### src/rtl/remap_alloc_pkg.sv
package remap_alloc_pkg;
    localparam int NUM_SLOTS  = 5;
    localparam int NUM_SHAPES = 4;
    localparam int SEL_W      = $clog2(NUM_SHAPES);
    localparam int SLOT_W     = NUM_SLOTS - SEL_W;
    localparam int DIM_W      = 5;
    localparam int VL_W       = 7;
    localparam int IREG_W     = 5;
    localparam int REG_W      = IREG_W + 2;
    localparam int EW_W       = 2;
    localparam int WORD_W     = 32;
    localparam int PAD_W      = WORD_W - 2 - 3 - DIM_W - VL_W - REG_W - EW_W - 1;

    typedef struct packed {
        logic [1:0]        mode;
        logic [2:0]        permute;
        logic [DIM_W-1:0]  xdim;
        logic [VL_W-1:0]   ydim;
        logic [REG_W-1:0]  idx_reg;
        logic [EW_W-1:0]   elw;
        logic              skip;
        logic [PAD_W-1:0]  pad;
    } shape_word_t;

    localparam logic [2:0] PERM_XY = 3'b110;
    localparam logic [2:0] PERM_YX = 3'b111;

    // ceil(vl / (code+1)) - 1, floored at zero
    function automatic logic [VL_W-1:0] derive_ydim(
        input logic [VL_W-1:0] vl, input logic [DIM_W-1:0] code);
        logic [VL_W:0] num;
        logic [VL_W:0] den;
        logic [VL_W:0] q;
        num = {1'b0, vl} + (VL_W+1)'(code);
        den = (VL_W+1)'(code) + (VL_W+1)'(1);
        q   = num / den;
        if (q == '0) return '0;
        return VL_W'(q - (VL_W+1)'(1));
    endfunction
endpackage

### src/rtl/shape_word_gen.sv
module shape_word_gen
    import remap_alloc_pkg::*;
(
    input  logic [DIM_W-1:0]  dim_code,
    input  logic              skip_dim,
    input  logic              swap_2d,
    input  logic [EW_W-1:0]   elem_width,
    input  logic [IREG_W-1:0] index_reg,
    input  logic [VL_W-1:0]   max_vl,
    output shape_word_t       word
);
    always_comb begin
        word         = '0;
        word.mode    = 2'b00;
        word.permute = swap_2d ? PERM_YX : PERM_XY;
        word.xdim    = dim_code;
        word.ydim    = (swap_2d && !skip_dim) ? derive_ydim(max_vl, dim_code) : '0;
        word.idx_reg = {index_reg, 2'b00};
        word.elw     = elem_width;
        word.skip    = skip_dim;
    end
endmodule

### src/rtl/slot_allocator.sv
module slot_allocator
    import remap_alloc_pkg::*;
(
    input  logic                       mask_mode,
    input  logic [NUM_SLOTS-1:0]       remap_mask,
    input  logic [NUM_SLOTS*SEL_W-1:0] cur_sel,
    input  logic [NUM_SLOTS-1:0]       cur_en,
    output logic [NUM_SLOTS*SEL_W-1:0] nxt_sel,
    output logic [NUM_SLOTS-1:0]       nxt_en,
    output logic [NUM_SHAPES-1:0]      wr_shape,
    output logic                       clr_shapes,
    output logic                       nxt_persist,
    output logic                       bad_slot
);
    logic [SLOT_W-1:0] pick_slot;
    logic [SEL_W-1:0]  pick_shape;
    logic [SEL_W-1:0]  cnt;

    assign pick_slot  = remap_mask[NUM_SLOTS-1:SEL_W];
    assign pick_shape = remap_mask[SEL_W-1:0];
    assign bad_slot   = mask_mode && (32'(pick_slot) >= NUM_SLOTS);

    always_comb begin
        nxt_sel     = '0;
        nxt_en      = '0;
        wr_shape    = '0;
        clr_shapes  = 1'b0;
        nxt_persist = 1'b0;
        cnt         = '0;
        if (!mask_mode) begin
            clr_shapes = 1'b1;
            nxt_en     = remap_mask;
            for (int s = 0; s < NUM_SLOTS; s++) begin
                if (remap_mask[s]) begin
                    nxt_sel[s*SEL_W +: SEL_W] = cnt;
                    wr_shape[cnt]             = 1'b1;
                    cnt                       = cnt + SEL_W'(1);
                end
            end
        end else begin
            nxt_sel     = cur_sel;
            nxt_en      = cur_en;
            nxt_persist = 1'b1;
            for (int s = 0; s < NUM_SLOTS; s++) begin
                if (32'(pick_slot) == s) begin
                    nxt_sel[s*SEL_W +: SEL_W] = pick_shape;
                    nxt_en[s]                 = 1'b1;
                end
            end
            wr_shape[pick_shape] = !bad_slot;
        end
    end
endmodule

### src/rtl/remap_shape_alloc.sv
module remap_shape_alloc
    import remap_alloc_pkg::*;
(
    input  logic                         clk,
    input  logic                         rst,
    input  logic                         start,
    input  logic                         mask_mode,
    input  logic [NUM_SLOTS-1:0]         remap_mask,
    input  logic [DIM_W-1:0]             dim_code,
    input  logic                         skip_dim,
    input  logic                         swap_2d,
    input  logic [EW_W-1:0]              elem_width,
    input  logic [IREG_W-1:0]            index_reg,
    input  logic [VL_W-1:0]              max_vl,
    output logic [NUM_SHAPES*WORD_W-1:0] shape_regs,
    output logic [NUM_SLOTS*SEL_W-1:0]   slot_sel,
    output logic [NUM_SLOTS-1:0]         slot_en,
    output logic                         persist,
    output logic                         done,
    output logic                         illegal
);
    shape_word_t                 new_word;
    logic [WORD_W-1:0]           shape_q [NUM_SHAPES];
    logic [NUM_SLOTS*SEL_W-1:0]  sel_q;
    logic [NUM_SLOTS-1:0]        en_q;
    logic                        pers_q;
    logic [NUM_SLOTS*SEL_W-1:0]  nxt_sel;
    logic [NUM_SLOTS-1:0]        nxt_en;
    logic [NUM_SHAPES-1:0]       wr_shape;
    logic                        clr_shapes;
    logic                        nxt_persist;
    logic                        bad_slot;

    shape_word_gen u_word (
        .dim_code   (dim_code),
        .skip_dim   (skip_dim),
        .swap_2d    (swap_2d),
        .elem_width (elem_width),
        .index_reg  (index_reg),
        .max_vl     (max_vl),
        .word       (new_word)
    );

    slot_allocator u_alloc (
        .mask_mode   (mask_mode),
        .remap_mask  (remap_mask),
        .cur_sel     (sel_q),
        .cur_en      (en_q),
        .nxt_sel     (nxt_sel),
        .nxt_en      (nxt_en),
        .wr_shape    (wr_shape),
        .clr_shapes  (clr_shapes),
        .nxt_persist (nxt_persist),
        .bad_slot    (bad_slot)
    );

    always_ff @(posedge clk) begin
        if (rst) begin
            for (int k = 0; k < NUM_SHAPES; k++) shape_q[k] <= '0;
            sel_q   <= '0;
            en_q    <= '0;
            pers_q  <= 1'b0;
            done    <= 1'b0;
            illegal <= 1'b0;
        end else begin
            done    <= 1'b0;
            illegal <= 1'b0;
            if (start) begin
                if (bad_slot) begin
                    illegal <= 1'b1;
                end else begin
                    done <= 1'b1;
                    for (int k = 0; k < NUM_SHAPES; k++) begin
                        if (wr_shape[k])     shape_q[k] <= new_word;
                        else if (clr_shapes) shape_q[k] <= '0;
                    end
                    sel_q  <= nxt_sel;
                    en_q   <= nxt_en;
                    pers_q <= nxt_persist;
                end
            end
        end
    end

    generate
        for (genvar g = 0; g < NUM_SHAPES; g++) begin : g_out
            assign shape_regs[g*WORD_W +: WORD_W] = shape_q[g];
        end
    endgenerate

    assign slot_sel = sel_q;
    assign slot_en  = en_q;
    assign persist  = pers_q;

    assert_done_pulse_R10: assert property (@(posedge clk) disable iff (rst)
        start && !(mask_mode && remap_mask[NUM_SLOTS-1:SEL_W] > SLOT_W'(NUM_SLOTS-1))
        |=> done && !illegal);
    assert_idle_quiet_R10: assert property (@(posedge clk) disable iff (rst)
        !start |=> !done && !illegal);
    assert_illegal_hold_R7: assert property (@(posedge clk) disable iff (rst)
        start && mask_mode && remap_mask[NUM_SLOTS-1:SEL_W] > SLOT_W'(NUM_SLOTS-1)
        |=> illegal && !done && $stable(shape_regs) && $stable(slot_sel)
            && $stable(slot_en) && $stable(persist));
    assert_mode0_enable_R4: assert property (@(posedge clk) disable iff (rst)
        start && !mask_mode |=> slot_en == $past(remap_mask) && !persist);
    assert_mode1_persist_R6: assert property (@(posedge clk) disable iff (rst)
        start && mask_mode && remap_mask[NUM_SLOTS-1:SEL_W] <= SLOT_W'(NUM_SLOTS-1)
        |=> persist && ($countones(slot_en) >= $countones($past(slot_en))));
endmodule

### config.mk
export PLATFORM = sky130hd
export DESIGN_NAME = remap_shape_alloc
export DESIGN_NICKNAME = d
export VERILOG_FILES = /design/src/rtl/remap_alloc_pkg.sv /design/src/rtl/shape_word_gen.sv /design/src/rtl/slot_allocator.sv /design/src/rtl/remap_shape_alloc.sv
export SDC_FILE = /design/constraint.sdc
export NUM_CORES = 1
export LEC_CHECK = 0
export ABC_AREA = 0
export CORE_MARGIN = 4
export CORE_UTILIZATION = 49
export DETAILED_ROUTE_END_ITERATION = 8
export HOLD_SLACK_MARGIN = 0.12
export PLACE_DENSITY = 0.79
export REMOVE_ABC_BUFFERS = 1
export SLEW_MARGIN = 20
export SYNTH_ARGS = -nofsm -noshare
export SYNTH_HDL_FRONTEND = slang
export SYNTH_HIERARCHICAL = 1
export SYNTH_SLANG_ARGS = --single-unit
### constraint.sdc
create_clock -name clk -period 45.3 [get_ports clk]
set_clock_uncertainty 0.2 [all_clocks]
set_input_delay 9.06 -clock clk [delete_from_list [all_inputs] [get_ports clk]]
set_output_delay 9.06 -clock clk [all_outputs]
set_load 0.005 [all_outputs]
==> flow_summary_export.csv <==
group,metric,value,unit
placement,hpwl,14.8,mm
route,wl_per_cell,18.4,um
synthesis,async_flop_share,0,%
synthesis,synthCells,766,
synthesis,synth_area,0.00865,sq mm
global_route,grt_pass1_vias,6062,
layout,drive_above_1_share,8.56,%
clock_network,cts_setup_buffers,0,
global_route,antenna_found_initial,0,
worst_setup_path,crit_fanout,18,
die,io_pins,176,
synthesis,synth_enable_flop_cells,128,
clock_network,clkSlewWorstSetupHoldPaths,0.06,ns
layout,final_nets,1006,
synthesis,dominantRegCellSynth,"edfxtp_1",
synthesis,synth_cell_types,81,
job,maxCapViolations,0,
timing,hold_viol_final,0,
route,detail_route.iter0.violations,470,
power_and_ir_drop,swShare,33.7,%
clock_network,numCtsBuffers,17,
clock_network,clock_sinks,146,
timing,fin_crit,22.46,ns
synthesis,synth_top_area_share,44.5,%
power_and_ir_drop,p_per_area,48.9,mW/mm^2
placement,place_congestion,0.921,
clock_network,clk_path_buf_depth,2,
clock_network,cts_hold_buffers,0,
timing,fin_crit_sh,49.6,%
power_and_ir_drop,p_sw,0.185,mW
route,drtPass1Iterations,5,
worst_setup_path,crit_required,45.27,ns
clock_network,h-tree-depth,4,
die,rows,48,
outcome,status,"finished clean",
global_route,grt_max_degree,43,
power_and_ir_drop,combPwrFrac,41.2,%
timing,setup_viol,0,
worst_setup_path,worstSetupPathType,"primary input to register",
die,dieArea,0.0198,sq mm
die,start_util,50.0,%
die,die_x,141,um
global_route,grt_usage,21.4,%
synthesis,synth_warnings,6,
layout,syn_to_final_growth,29.3,%
global_route,grt_pass1_wl,33.5,mm
worst_setup_path,cp_slowest_cell,"a2111oi_2",
power_and_ir_drop,intPower,0.362,mW
timing,holdWs,0.285,ns
clock_network,ctsResizeCount,0,
worst_setup_path,reg2reg_slack,43.89,ns
timing,max_freq,44.5,MHz
die,die_h,141,um
layout,antennaDiodeCount,0,
hold_path,hold_path_class,"register to register",
clock_network,cts_root_buf,"clkbuf_16",
power_and_ir_drop,ir_worst_vdd,54.8,uV
clock_network,cts_tree,"yes",
die,coreArea,0.0173,sq mm
clock_network,clk_latency,0.41,ns
power_and_ir_drop,seqPwrFrac,29.9,%
worst_setup_path,critical_path.max_stage_delay,0.58,ns
placement,io_buffers,175,
route,postRouteAntennaNets,0,
synthesis,yosys-top-cells-area,"edfxtp_1, and2_1, ha_1",
power_and_ir_drop,power.leakage,4.31,nW
layout,n_fill_cell,1358,
timing,slew_headroom,38.8,%
layout,layout_common_cells,"clkdlybuf4s50_1, and2_1, edfxtp_1, ha_1, nor2_1",
worst_setup_path,worstPathArrival,22.43,ns
timing,finalSetupTns,0,ns
route,drt-vias-per-instance,5.51,
worst_setup_path,endpoint_kind,"register",
power_and_ir_drop,clkPwrFrac,28.8,%
timing,drv_slew,0,
global_route,grt.overflow.total,0,
worst_setup_path,critPathLaunchType,"primary input",
synthesis,ys_seq_area_share,48.6,%
route,remaining_drc_errors,0,
timing,grt_setup_unrepaired,"no",
synthesis,ys_seq_elements,146,
layout,layout_commonest_cell,"clkdlybuf4s50_1",
synthesis,synth.avg_cell_area,11.3,sq um
route,via_count,6388,
route,wirelength,21.3,mm
layout,multi_input_area,0.00407,sq mm
synthesis,yosysTopAreaCell,"edfxtp_1",
layout,layout.area.seq,0.00420,sq mm
worst_setup_path,crit_top_cell,"ha_1",
timing,tightest_slew,0.916,ns
## cell families (layout without fill, tap and decap cells)
kind of cell,after synthesis,in the layout,share of synthesized area [%]
AND/OR/NAND/NOR,316,316,22.6
flip-flops,146,146,48.6
AO/OA/AOI/OAI,126,126,10.4
buffers and inverters,78,238,5.34
adder cells (fa/ha/maj),54,54,7.99
multiplexers,24,24,2.94
XOR/XNOR,20,20,2.03
other,2,11,0.0869
## per-layer routing
| layer | global-route usage (%) | vias up | routed length, um |
|---|---|---|---|
| met5 | 0 | - | 0 |
| met2 | 36.7 | 218 | 10400 |
| li1 | - | 3056 | - |
| met3 | 3.83 | 13 | 1250 |
| met1 | 28.3 | 3101 | 9430 |
| met4 | 4.90 | 0 | 231 |
## critical path, delay by kind of cell
kind / cells / cell delay [ns]
AOI/OAI and AO/OA: 18 / 4.11
adders and majority gates: 10 / 2.96
buffers and inverters: 6 / 1.13
muxes: 5 / 1.61
and+or+nand+nor: 21 / 3.53
## area by class of cell
cell class	instances	area share, %
Timing Repair Buffer	185	16.9
Tap cell	225	2.52
Multi-Input combinational cell	551	36.4
Clock inverter	15	2.12
Inverter	21	0.705
Clock buffer	17	3.81
Sequential cell	146	37.6
## through the flow
| stage | instances | util (%) | cell area (sq um) | total power [mW] | setup WS (ns) |
|---|---|---|---|---|---|
| finish | 1160 | 64.6 | 11200 | 0.547 | 22.84 |
| detailed placement | 1125 | 60.3 | 10400 | 0.390 | 22.52 |
| global route | 1160 | 64.6 | 11200 | 0.586 | 21.76 |
| floorplan | 718 | - | 8300 | 0.321 | 23.52 |
| global placement | 1125 | 60.3 | 10400 | 0.387 | 22.78 |
| CTS | 1157 | 64.1 | 11100 | 0.548 | 22.93 |
## registers in the layout, summed over array words and instances (netlist names)
name      flops
slot_sel     10
slot_en       5
done          1
illegal       1
persist       1
shape_q     128
## power groups by stage
stage          clock [mW]  combinational, mW  sequential, mW
3_3_place_gp            0              0.220           0.167
3_5_place_dp            0              0.223           0.167
2_1_floorplan           0              0.153           0.168
5_1_grt             0.166              0.255           0.165
6_report            0.158              0.225           0.164
4_1_cts             0.160              0.224           0.164
## synth_stat cells, drive strengths merged (5+ instances only)
cell       n
nor3b      5
xnor2     11
and3       6
ha        52
o21a      11
o21ai     41
and2     133
a211oi     6
edfxtp   128
o21bai     5
nor2b     11
buf       39
o211ai     5
nand3     11
mux2i     16
dfxtp     18
mux2       8
or4bb      6
nor2      41
a21oi     21
nand2b    22
a21o       5
nor3      14
inv       21
clkbuf    18
nand4bb   10
nand2     30
xor2       9
## worst paths after layout
path | cells after the start | from | end
max reg2reg | 4 | slot_sel[0]$_SDFFE_PP0P_ | slot_sel[0]$_SDFFE_PP0P_
max | 60 | dim_code[0] | shape_q[2][19]$_SDFFCE_PP0P_
min | 2 | slot_en[2]$_SDFFE_PP0P_ | slot_en[2]$_SDFFE_PP0P_
min reg2reg | 2 | slot_en[2]$_SDFFE_PP0P_ | slot_en[2]$_SDFFE_PP0P_
No activity file was read; power rests on OpenSTA's default activity.
